`src/rtl/icap_pkg.sv`:
```
package icap_pkg;
  parameter int unsigned ICAP_CNT_W    = 16;
  parameter int unsigned ICAP_SYNC_N   = 2;
  parameter int unsigned ICAP_FILT_LEN = 4;
endpackage

```
`src/rtl/icap_sync.sv`:
```
module icap_sync #(
  parameter int unsigned STAGES = 2
) (
  input  logic clk_i,
  input  logic rst_ni,
  input  logic d_i,
  output logic q_o
);
  logic [STAGES-1:0] stg_q;

  always_ff @(posedge clk_i or negedge rst_ni) begin
    if (!rst_ni) stg_q[0] <= 1'b0;
    else         stg_q[0] <= d_i;
  end

  for (genvar i = 1; i < STAGES; i++) begin : g_stage
    always_ff @(posedge clk_i or negedge rst_ni) begin
      if (!rst_ni) stg_q[i] <= 1'b0;
      else         stg_q[i] <= stg_q[i-1];
    end
  end

  assign q_o = stg_q[STAGES-1];
endmodule

```
`src/rtl/icap_filter.sv`:
```
module icap_filter #(
  parameter int unsigned LEN = 4
) (
  input  logic clk_i,
  input  logic rst_ni,
  input  logic d_i,
  output logic q_o
);
  localparam int unsigned HistW = (LEN > 1) ? LEN - 1 : 1;

  logic filt_q;

  if (LEN > 1) begin : g_hist
    logic [HistW-1:0] hist_q;
    logic [LEN-1:0]   win;
    assign win = {hist_q, d_i};

    always_ff @(posedge clk_i or negedge rst_ni) begin
      if (!rst_ni) hist_q <= '0;
      else         hist_q <= win[HistW-1:0];
    end

    always_ff @(posedge clk_i or negedge rst_ni) begin
      if (!rst_ni)     filt_q <= 1'b0;
      else if (&win)   filt_q <= 1'b1;
      else if (~|win)  filt_q <= 1'b0;
    end
  end else begin : g_pass
    always_ff @(posedge clk_i or negedge rst_ni) begin
      if (!rst_ni) filt_q <= 1'b0;
      else         filt_q <= d_i;
    end
  end

  assign q_o = filt_q;
endmodule

```
`src/rtl/icap_edge.sv`:
```
module icap_edge (
  input  logic clk_i,
  input  logic rst_ni,
  input  logic lvl_i,
  input  logic rise_i,
  output logic evt_o
);
  logic lvl_q;

  always_ff @(posedge clk_i or negedge rst_ni) begin
    if (!rst_ni) lvl_q <= 1'b0;
    else         lvl_q <= lvl_i;
  end

  assign evt_o = rise_i ? (lvl_i & ~lvl_q) : (~lvl_i & lvl_q);
endmodule

```
`src/rtl/icap_unit.sv`:
```
module icap_unit
  import icap_pkg::*;
#(
  parameter int unsigned CNT_W    = ICAP_CNT_W,
  parameter int unsigned SYNC_N   = ICAP_SYNC_N,
  parameter int unsigned FILT_LEN = ICAP_FILT_LEN
) (
  input  logic             clk_i,
  input  logic             rst_ni,
  input  logic             cap_pin_i,
  input  logic [CNT_W-1:0] count_i,
  input  logic             edge_rise_i,
  input  logic             filt_en_i,
  input  logic             flag_clr_i,
  input  logic             cap_is_top_i,
  output logic [CNT_W-1:0] cap_val_o,
  output logic             cap_flag_o
);
  logic pin_sync;
  logic pin_filt;
  logic pin_lvl;
  logic cap_evt;
  logic [CNT_W-1:0] cap_q;
  logic flag_q;

  icap_sync #(.STAGES(SYNC_N)) u_sync (
    .clk_i (clk_i),
    .rst_ni(rst_ni),
    .d_i   (cap_pin_i),
    .q_o   (pin_sync)
  );

  // filter runs continuously so enabling it never sees stale history
  icap_filter #(.LEN(FILT_LEN)) u_filt (
    .clk_i (clk_i),
    .rst_ni(rst_ni),
    .d_i   (pin_sync),
    .q_o   (pin_filt)
  );

  assign pin_lvl = filt_en_i ? pin_filt : pin_sync;

  icap_edge u_edge (
    .clk_i (clk_i),
    .rst_ni(rst_ni),
    .lvl_i (pin_lvl),
    .rise_i(edge_rise_i),
    .evt_o (cap_evt)
  );

  always_ff @(posedge clk_i or negedge rst_ni) begin
    if (!rst_ni)                       cap_q <= '0;
    else if (cap_evt && !cap_is_top_i) cap_q <= count_i;
  end

  // set beats clear
  always_ff @(posedge clk_i or negedge rst_ni) begin
    if (!rst_ni)         flag_q <= 1'b0;
    else if (cap_evt)    flag_q <= 1'b1;
    else if (flag_clr_i) flag_q <= 1'b0;
  end

  assign cap_val_o  = cap_q;
  assign cap_flag_o = flag_q;
endmodule

```
`config.mk`:
```
export PLATFORM = sky130hd
export DESIGN_NAME = icap_unit
export DESIGN_NICKNAME = d
export VERILOG_FILES = /design/src/rtl/icap_pkg.sv /design/src/rtl/icap_sync.sv /design/src/rtl/icap_filter.sv /design/src/rtl/icap_edge.sv /design/src/rtl/icap_unit.sv
export SDC_FILE = /design/constraint.sdc
export NUM_CORES = 1
export LEC_CHECK = 0
export ABC_AREA = 1
export CAP_MARGIN = 20
export CORE_ASPECT_RATIO = 0.8
export CORE_MARGIN = 1
export CORE_UTILIZATION = 41
export CTS_CLUSTER_SIZE = 12
export DETAILED_ROUTE_END_ITERATION = 6
export GPL_ROUTABILITY_DRIVEN = 0
export PLACE_DENSITY = 0.86
export SLEW_MARGIN = 10
export SYNTH_ARGS = -nofsm -noshare
export SYNTH_HDL_FRONTEND = slang
export SYNTH_HIERARCHICAL = 1
export SYNTH_SLANG_ARGS = --single-unit
```
`constraint.sdc`:
```
create_clock -name clk_i -period 1.7 [get_ports clk_i]
set_input_delay 0.17 -clock clk_i [delete_from_list [all_inputs] [get_ports clk_i]]
set_output_delay 0.17 -clock clk_i [all_outputs]
set_load 0.005 [all_outputs]
```
==> results of run 1 <==
[logic make-up (layout without fill, tap and decap cells)]
kind of cell,count (synthesis),after routing,synth area share (%)
buffers and inverters,10,51,6.82
flip-flops,24,24,64.2
AO/OA/AOI/OAI,2,2,1.34
AND/OR/NAND/NOR,59,59,27.7
[worst max path at each step]
stage | to | slack, ns
2_1_floorplan | cap_val_o[10] | 0.37
3_3_place_gp | cap_flag_o | 0.13
3_5_place_dp | cap_flag_o | 0.07
4_1_cts | cap_flag_o | 0.25
5_1_grt | cap_val_o[6] | 0.06
6_report | cap_flag_o | 0.27
[flip-flops by register name, indices dropped and copies added (netlist names)]
signal                cells
u_filt/g_hist.hist_q      3
u_filt/q_o                1
u_sync/q_o                1
u_edge/lvl_q              1
cap_val_o                16
u_sync/stg_q              1
cap_flag_o                1
[layer usage]
layer	up-vias	track usage (%)	wire length, um
li1	380	-	-
met1	362	20.6	826
met2	24	27.5	930
met3	5	6.88	107
met4	0	5.50	35
met5	-	0	0
[stage by stage]
stage / hold slack, ns / total power (W) / cell area [sq um]
CTS: 0.188 / 0.00156 / 1360
detailed placement: 0.336 / 0.00131 / 1340
finish: 0.192 / 0.00154 / 1360
global placement: 0.335 / 0.00129 / 1340
floorplan: -0.126 / 0.000964 / 936
global route: 0.204 / 0.00163 / 1360
[power breakdown]
group,switching [W],internal [W],total (W)
Clock,0.000162,0.0000830,0.000245
Combinational,0.000186,0.000322,0.000508
Sequential,0.0000744,0.000708,0.000783
Total,0.000423,0.00111,0.00154
[cell type report]
cell class / count / share of cell area, %
Sequential cell: 24 / 44.1
Inverter: 6 / 1.65
Clock buffer: 3 / 1.65
Multi-Input combinational cell: 61 / 19.9
Tap cell: 25 / 2.30
Timing Repair Buffer: 42 / 30.3
[cells in the final DEF, fill, tap and decap left out]
master / Yosys / layout
buf_4: 1 / 3
clkbuf_4: 0 / 3
clkdlybuf4s50_1: 0 / 39
dfrtp_1: 24 / 24
inv_1: 5 / 5
inv_2: 1 / 1
nand2_1: 35 / 35
nand2_2: 2 / 2
nand2_4: 1 / 1
nand3_1: 18 / 18
nand4_1: 1 / 1
nor2_1: 2 / 2
o21ai_0: 1 / 1
o21bai_1: 1 / 1
==> flow_summary.json, run 1 <==
{
  "status": "finished clean",
  "max_freq_ghz": 0.699,
  "ant_nets": 0,
  "first_pass_iters": 4,
  "clkTransAtPathRegs_ns": 0.12,
  "post_cts_resized": 0,
  "core-area_sq_mm": 0.00216,
  "cp_num_cells": 7,
  "diodes": 0,
  "dp_hpwl_mm": 1.42,
  "ys.flop_type": "dfrtp_1",
  "initial_core_util_pct": 43.4,
  "r2r-start": "u_sync/q_o",
  "cp-end-kind": "flop",
  "wl_per_cell_um": 11.8,
  "synth_edf_count": 0,
  "slew_headroom_pct": 80.0,
  "ys_ff_latch": 24,
  "ir_worst_vdd_v": 0.000753,
  "overflow": 0,
  "syn_nets": 118,
  "area_delta_synth_final_pct": 45.5,
  "clockBufferDepth": 2,
  "yosys-top-cells-count": "nand2_1 (35), dfrtp_1 (24), nand3_1 (18)",
  "synth_most_common_cell": "nand2_1",
  "yosysSeqAreaShare_pct": 64.2,
  "grt_start_max_net_pins": 25,
  "drv_slew": 0,
  "cts.htree.levels": 1,
  "wl_mm": 1.90,
  "pre_cts_slack_ns": 0.0702,
  "cts-root-buf": "clkbuf_4",
  "cp_top_family": "flip-flops",
  "dieArea_sq_mm": 0.00248,
  "die_h_um": 44.7,
  "hold_viol": 0,
  "synth_top_area_share_pct": 64.2,
  "worst-path-buf-inv": 3,
  "yosys_warnings": 6,
  "reg2reg_to": "cap_flag_o",
  "post-cts-setup-buffers": 0,
  "holdBufCountCts": 0,
  "grt_pass1_vias": 724,
  "power.density_mw_per_mm2": 1130,
  "seqCellArea_sq_um": 601,
  "place_inst": 158,
  "insertion_delay_ns": 0.31,
  "path_common_cell": "inv_1",
  "reg2reg_slack_ns": 0.27,
  "synthCells": 95,
  "multi_input_area_sq_um": 272,
  "fin_crit_sh_pct": 84.1,
  "cp.arrival_ns": 1.64,
  "first_iter_violations": 19,
  "numCtsBuffers": 3,
  "crit_start": "u_sync/q_o",
  "drive_gt1_share_pct": 7.35,
  "drc": 0,
  "ios": 40,
  "slowest_delay_ns": 0.41,
  "portBuffers": 39,
  "syn_avg_cell_area_sq_um": 9.85,
  "setup-violations-final": 0,
  "tightest_slew_ns": 0.300,
  "grt_pass1_wl_mm": 3.15,
  "postLayoutCoreUtil_pct": 63.1,
  "cp.required_ns": 1.91,
  "grt_usage_pct": 16.7,
  "synth.area.top_cells": "dfrtp_1 (64%), nand2_1 (14%), nand3_1 (9.6%)",
  "setup_ws_ns": 0.270,
  "via_count": 771,
  "num_rows": 15,
  "maxCapViolCount": 0,
  "cts_tree": "built",
  "fillerInstances": 181,
  "vias_per_cell": 4.79,
  "ys_types": 13,
  "hold_path.class": "in2async",
  "fin_skew_ns": 0.00156,
  "path_max_fanout": 11,
  "layout.cells.non_filler": 161,
  "synth.largest_area_cell": "dfrtp_1",
  "syn_area_sq_um": 936,
  "nNetsFinal": 161,
  "tns_ns": 0,
  "path_class": "reg2reg",
  "setup.worst_path.start_class": "flop",
  "die_w_um": 55.4,
  "antenna_found_initial": 0,
  "path_cells": "inv_1 -> o21ai_0 -> inv_1 -> nand3_1 -> nand2_1 -> buf_4 -> o21bai_1",
  "crit_slowest_cell": "dfrtp_1",
  "post-route-min-period_ns": 1.43,
  "cts.sinks": 24,
  "reg2regPathDepth": 7,
  "leakagePower_nw": 0.670,
  "async_flop_share_pct": 100,
  "rsz0062_at_grt": "no"
}
Note: power is estimated with default switching activity, not from simulation.
==> inputs of run 2 (changes only) <==
clock period = 1.5 ns   (was 1.7 ns; I/O delays follow)
==> flow_summary.json, run 2 (same netlist as run 1, synthesis figures left out) <==
{
  "hold_path.class": "in2async",
  "cts_tree": "built",
  "fin_area_sq_mm": 0.00138,
  "cts.htree.levels": 1,
  "dieArea_sq_mm": 0.00248,
  "grt_pass1_wl_mm": 3.22,
  "reg2reg_to": "cap_flag_o",
  "overflow": 0,
  "post-cts-setup-buffers": 0,
  "largest_register_ffs": 16,
  "diodes": 0,
  "via_count": 772,
  "crit_slowest_cell": "clkdlybuf4s50_1",
  "mostFrequentLayoutCells": "clkdlybuf4s50_1 (39), nand2_1 (35), dfrtp_1 (24), nand3_1 (18), inv_1 (5)",
  "num_rows": 15,
  "status": "finished clean",
  "core-area_sq_mm": 0.00216,
  "power.switching_w": 0.000481,
  "multi_input_area_sq_um": 272,
  "ant_nets": 0,
  "die_h_um": 44.7,
  "slowest_delay_ns": 0.52,
  "fin_skew_ns": 0.00252,
  "antenna_found_initial": 0,
  "reg2regPathDepth": 7,
  "setup-violations-final": 0,
  "clockBufferDepth": 2,
  "seqPwrFrac_pct": 49.3,
  "combinationalPowerShare_pct": 32.2,
  "nNetsFinal": 161,
  "crit_start": "cap_val_o[1]",
  "seqCellArea_sq_um": 601,
  "r2r-start": "u_sync/q_o",
  "cts-root-buf": "clkbuf_4",
  "switching_share_pct": 26.8,
  "fillerInstances": 181,
  "cp.arrival_ns": 1.21,
  "postLayoutCoreUtil_pct": 63.7,
  "path_class": "reg2out",
  "ios": 40,
  "critPathCapture": "cap_val_o[1]",
  "tightest_slew_ns": 0.303,
  "portBuffers": 39,
  "grt_pass1_vias": 733,
  "setup.worst_path.start_class": "flop",
  "die_w_um": 55.4,
  "cp_num_cells": 1,
  "power.density_mw_per_mm2": 1310,
  "internal_power_w": 0.00132,
  "first_iter_violations": 25,
  "rsz0062_at_grt": "no",
  "final_common_cell": "clkdlybuf4s50_1",
  "maxCapViolCount": 0,
  "area_delta_synth_final_pct": 46.9,
  "clkTransAtPathRegs_ns": 0.12,
  "hold_viol": 0,
  "initial_core_util_pct": 43.4,
  "fin_crit_sh_pct": 90.9,
  "reg2reg_slack_ns": 0.14,
  "dp_hpwl_mm": 1.46,
  "cp.required_ns": 1.35,
  "wl_mm": 1.99,
  "path_cells": "clkdlybuf4s50_1",
  "path_max_fanout": 2,
  "vias_per_cell": 4.77,
  "cp-end-kind": "output pin",
  "max_freq_ghz": 0.733,
  "drv_slew": 0,
  "grt_start_max_net_pins": 25,
  "slew_headroom_pct": 79.8,
  "post-route-min-period_ns": 1.36,
  "worst-path-buf-inv": 1,
  "tns_ns": 0,
  "drive_gt1_share_pct": 8.03,
  "ir_worst_vdd_v": 0.000811,
  "holdBufCountCts": 0,
  "first_pass_iters": 4,
  "pwr-share-clk_pct": 18.5,
  "placed_area_sq_mm": 0.00134,
  "power.total_w": 0.00180,
  "cts.sinks": 24,
  "wl_per_cell_um": 12.3,
  "insertion_delay_ns": 0.31,
  "grt_usage_pct": 17.5,
  "drc": 0,
  "leakagePower_nw": 0.677,
  "cp_top_family": "buffers and inverters",
  "numCtsBuffers": 3
}
run 2: worst min path at each step:
| stage | from | depth (start not counted) | endpoint | slack, ns |
|---|---|---|---|---|
| 2_1_floorplan | rst_ni | 0 | cap_flag_o | -0.15 |
| 3_3_place_gp | u_sync/stg_q[0] | 0 | u_sync/q_o | 0.34 |
| 3_5_place_dp | u_sync/stg_q[0] | 0 | u_sync/q_o | 0.35 |
| 4_1_cts | rst_ni | 2 | cap_val_o[4] | 0.17 |
| 5_1_grt | rst_ni | 2 | cap_val_o[0] | 0.18 |
| 6_report | rst_ni | 2 | cap_val_o[0] | 0.18 |
run 2: routing by layer:
metal  up-vias  global-route usage (%)  part of all wire [%]
li1        384                       -                     -
met1       359                    20.8                    42
met2        27                    29.2                    51
met3         2                    7.16                   6.4
met4         0                    6.50                  0.70
met5         -                       0                     0
run 2: area by class of cell:
class                   count  area share [%]
multi-input cells          61            19.7
inverters                   6            1.64
repair buffers             42            30.0
clock buffers               4            2.64
well taps                  25            2.27
flip-flops and latches     24            43.7
run 2: metrics by stage:
stage                     setup slack [ns]  hold slack (ns)  instances
after floorplan                      0.174           -0.146         95
after global placement             -0.0472            0.336        158
after detailed placement           -0.0944            0.351        158
after CTS                           0.0582            0.171        162
after global routing                0.0169            0.179        162
final                                0.136            0.177        162
run 2: power by group through the flow:
stage,logic [W],clock network (W),registers (W)
floorplan,0.000182,0,0.000911
global route,0.000629,0.000375,0.000905
global placement,0.000565,0,0.000894
finish,0.000579,0.000332,0.000887
CTS,0.000587,0.000352,0.000885
detailed placement,0.000586,0,0.000899
run 2: timing repair:
item	in CTS	in global routing
endpoints found under the setup margin	0	17
hold endpoints to repair	0	0
gates resized for setup	0	1
==> inputs of run 3 (changes only) <==
CORE_ASPECT_RATIO = unset   (was 0.8)
==> flow_summary.json, run 3 (same netlist as run 1, synthesis figures left out) <==
{
  "grt_pass1_vias": 774,
  "worst-path-buf-inv": 1,
  "place_inst": 161,
  "mostFrequentLayoutCells": "clkdlybuf4s50_1 (39), nand2_1 (35), dfrtp_1 (24), nand3_1 (18), inv_1 (5)",
  "cp_top_family": "buffers and inverters",
  "power.total_w": 0.00174,
  "holdWs_ns": 0.206,
  "setup-violations-final": 0,
  "antenna_found_initial": 0,
  "hold_path.class": "in2async",
  "setup_ws_ns": 0.158,
  "dieArea_sq_mm": 0.00248,
  "leakagePower_nw": 0.677,
  "vias_per_cell": 4.79,
  "post-route-min-period_ns": 1.34,
  "setup.worst_path.start_class": "flop",
  "grt_start_max_net_pins": 25,
  "cts_tree": "built",
  "initial_core_util_pct": 45.4,
  "path_max_fanout": 2,
  "drv_slew": 0,
  "slew_headroom_pct": 79.7,
  "crit_slowest_cell": "clkdlybuf4s50_1",
  "hold_viol": 0,
  "path_class": "reg2out",
  "largest_register_ffs": 16,
  "die_w_um": 49.8,
  "die_h_um": 49.8,
  "ir_worst_vdd_v": 0.000901,
  "cp-end-kind": "output pin",
  "grt_usage_pct": 18.6,
  "rsz0062_at_grt": "no",
  "post-cts-setup-buffers": 0,
  "cts.sinks": 24,
  "maxCapViolCount": 0,
  "insertion_delay_ns": 0.29,
  "portBuffers": 39,
  "nNetsFinal": 162,
  "slowest_delay_ns": 0.51,
  "fin_crit_sh_pct": 89.5,
  "via_count": 786,
  "dp_hpwl_mm": 1.56,
  "cts.htree.levels": 1,
  "ant_nets": 0,
  "fin_skew_ns": 0.00185,
  "tns_ns": 0,
  "numCtsBuffers": 3,
  "tightest_slew_ns": 0.303,
  "cts-root-buf": "clkbuf_4",
  "final_common_cell": "clkdlybuf4s50_1",
  "status": "finished clean",
  "overflow": 0,
  "clockBufferDepth": 2,
  "grt_pass1_wl_mm": 3.39,
  "cp.required_ns": 1.35,
  "reg2regPathDepth": 8,
  "wl_mm": 2.06,
  "area_delta_synth_final_pct": 46.9,
  "cp_num_cells": 1,
  "num_rows": 16,
  "drive_gt1_share_pct": 8.76,
  "wl_per_cell_um": 12.5,
  "path_cells": "clkdlybuf4s50_1",
  "drc": 0,
  "layout.cells.non_filler": 164,
  "diodes": 0,
  "core-area_sq_mm": 0.00206,
  "first_iter_violations": 8,
  "power.density_mw_per_mm2": 1260,
  "max_freq_ghz": 0.745,
  "clkTransAtPathRegs_ns": 0.11,
  "ios": 40,
  "first_pass_iters": 4,
  "cp.arrival_ns": 1.19,
  "pre_cts_slack_ns": -0.0935
}
-- run 3: layout make-up --
type                       instances  area, sq um
fill                             153          687
sequential                        24          601
timing repair buffer              43          420
multi-input combinational         61          275
tap                               27         33.8
clock buffer                       3         22.5
inverter                           6         22.5
-- run 3: layer usage --
| layer | GRT usage (%) | share of wire (%) | up-vias |
|---|---|---|---|
| li1 | - | - | 387 |
| met1 | 22.9 | 46 | 368 |
| met2 | 32.0 | 49 | 29 |
| met3 | 2.47 | 4.0 | 2 |
| met4 | 8.57 | 1.3 | 0 |
| met5 | 0 | 0 | - |
-- run 3: through the flow --
step | area, sq um | utilization (%)
floorplan | 936 | -
CTS | 1370 | 66.5
detailed placement | 1350 | 65.4
finish | 1380 | 66.7
global placement | 1350 | 65.4
global route | 1380 | 66.7
-- run 3: final timing paths --
kind | slack (ns) | end | start
worst max-delay path | 0.16 | cap_val_o[1] | cap_val_o[1]
worst min-delay path | 0.21 | u_edge/lvl_q | rst_ni
worst max register to register | 0.19 | cap_val_o[14] | u_sync/q_o
worst min register to register | 0.36 | u_sync/q_o | u_sync/stg_q[0]
max in group asynchronous | 1.07 | u_filt/g_hist.hist_q[1] | rst_ni
min in group clk_i | 0.30 | u_sync/stg_q[0] | cap_pin_i
-- run 3: timing repair --
item	in CTS	in global routing
setup endpoints to repair	0	17
hold buffers	0	0
hold endpoints to repair	0	0
gates resized for setup	0	2
-- run 3: power breakdown --
group          switching [W]  internal (W)
clock network       0.000163     0.0000933
registers          0.0000948      0.000803
logic               0.000213      0.000369
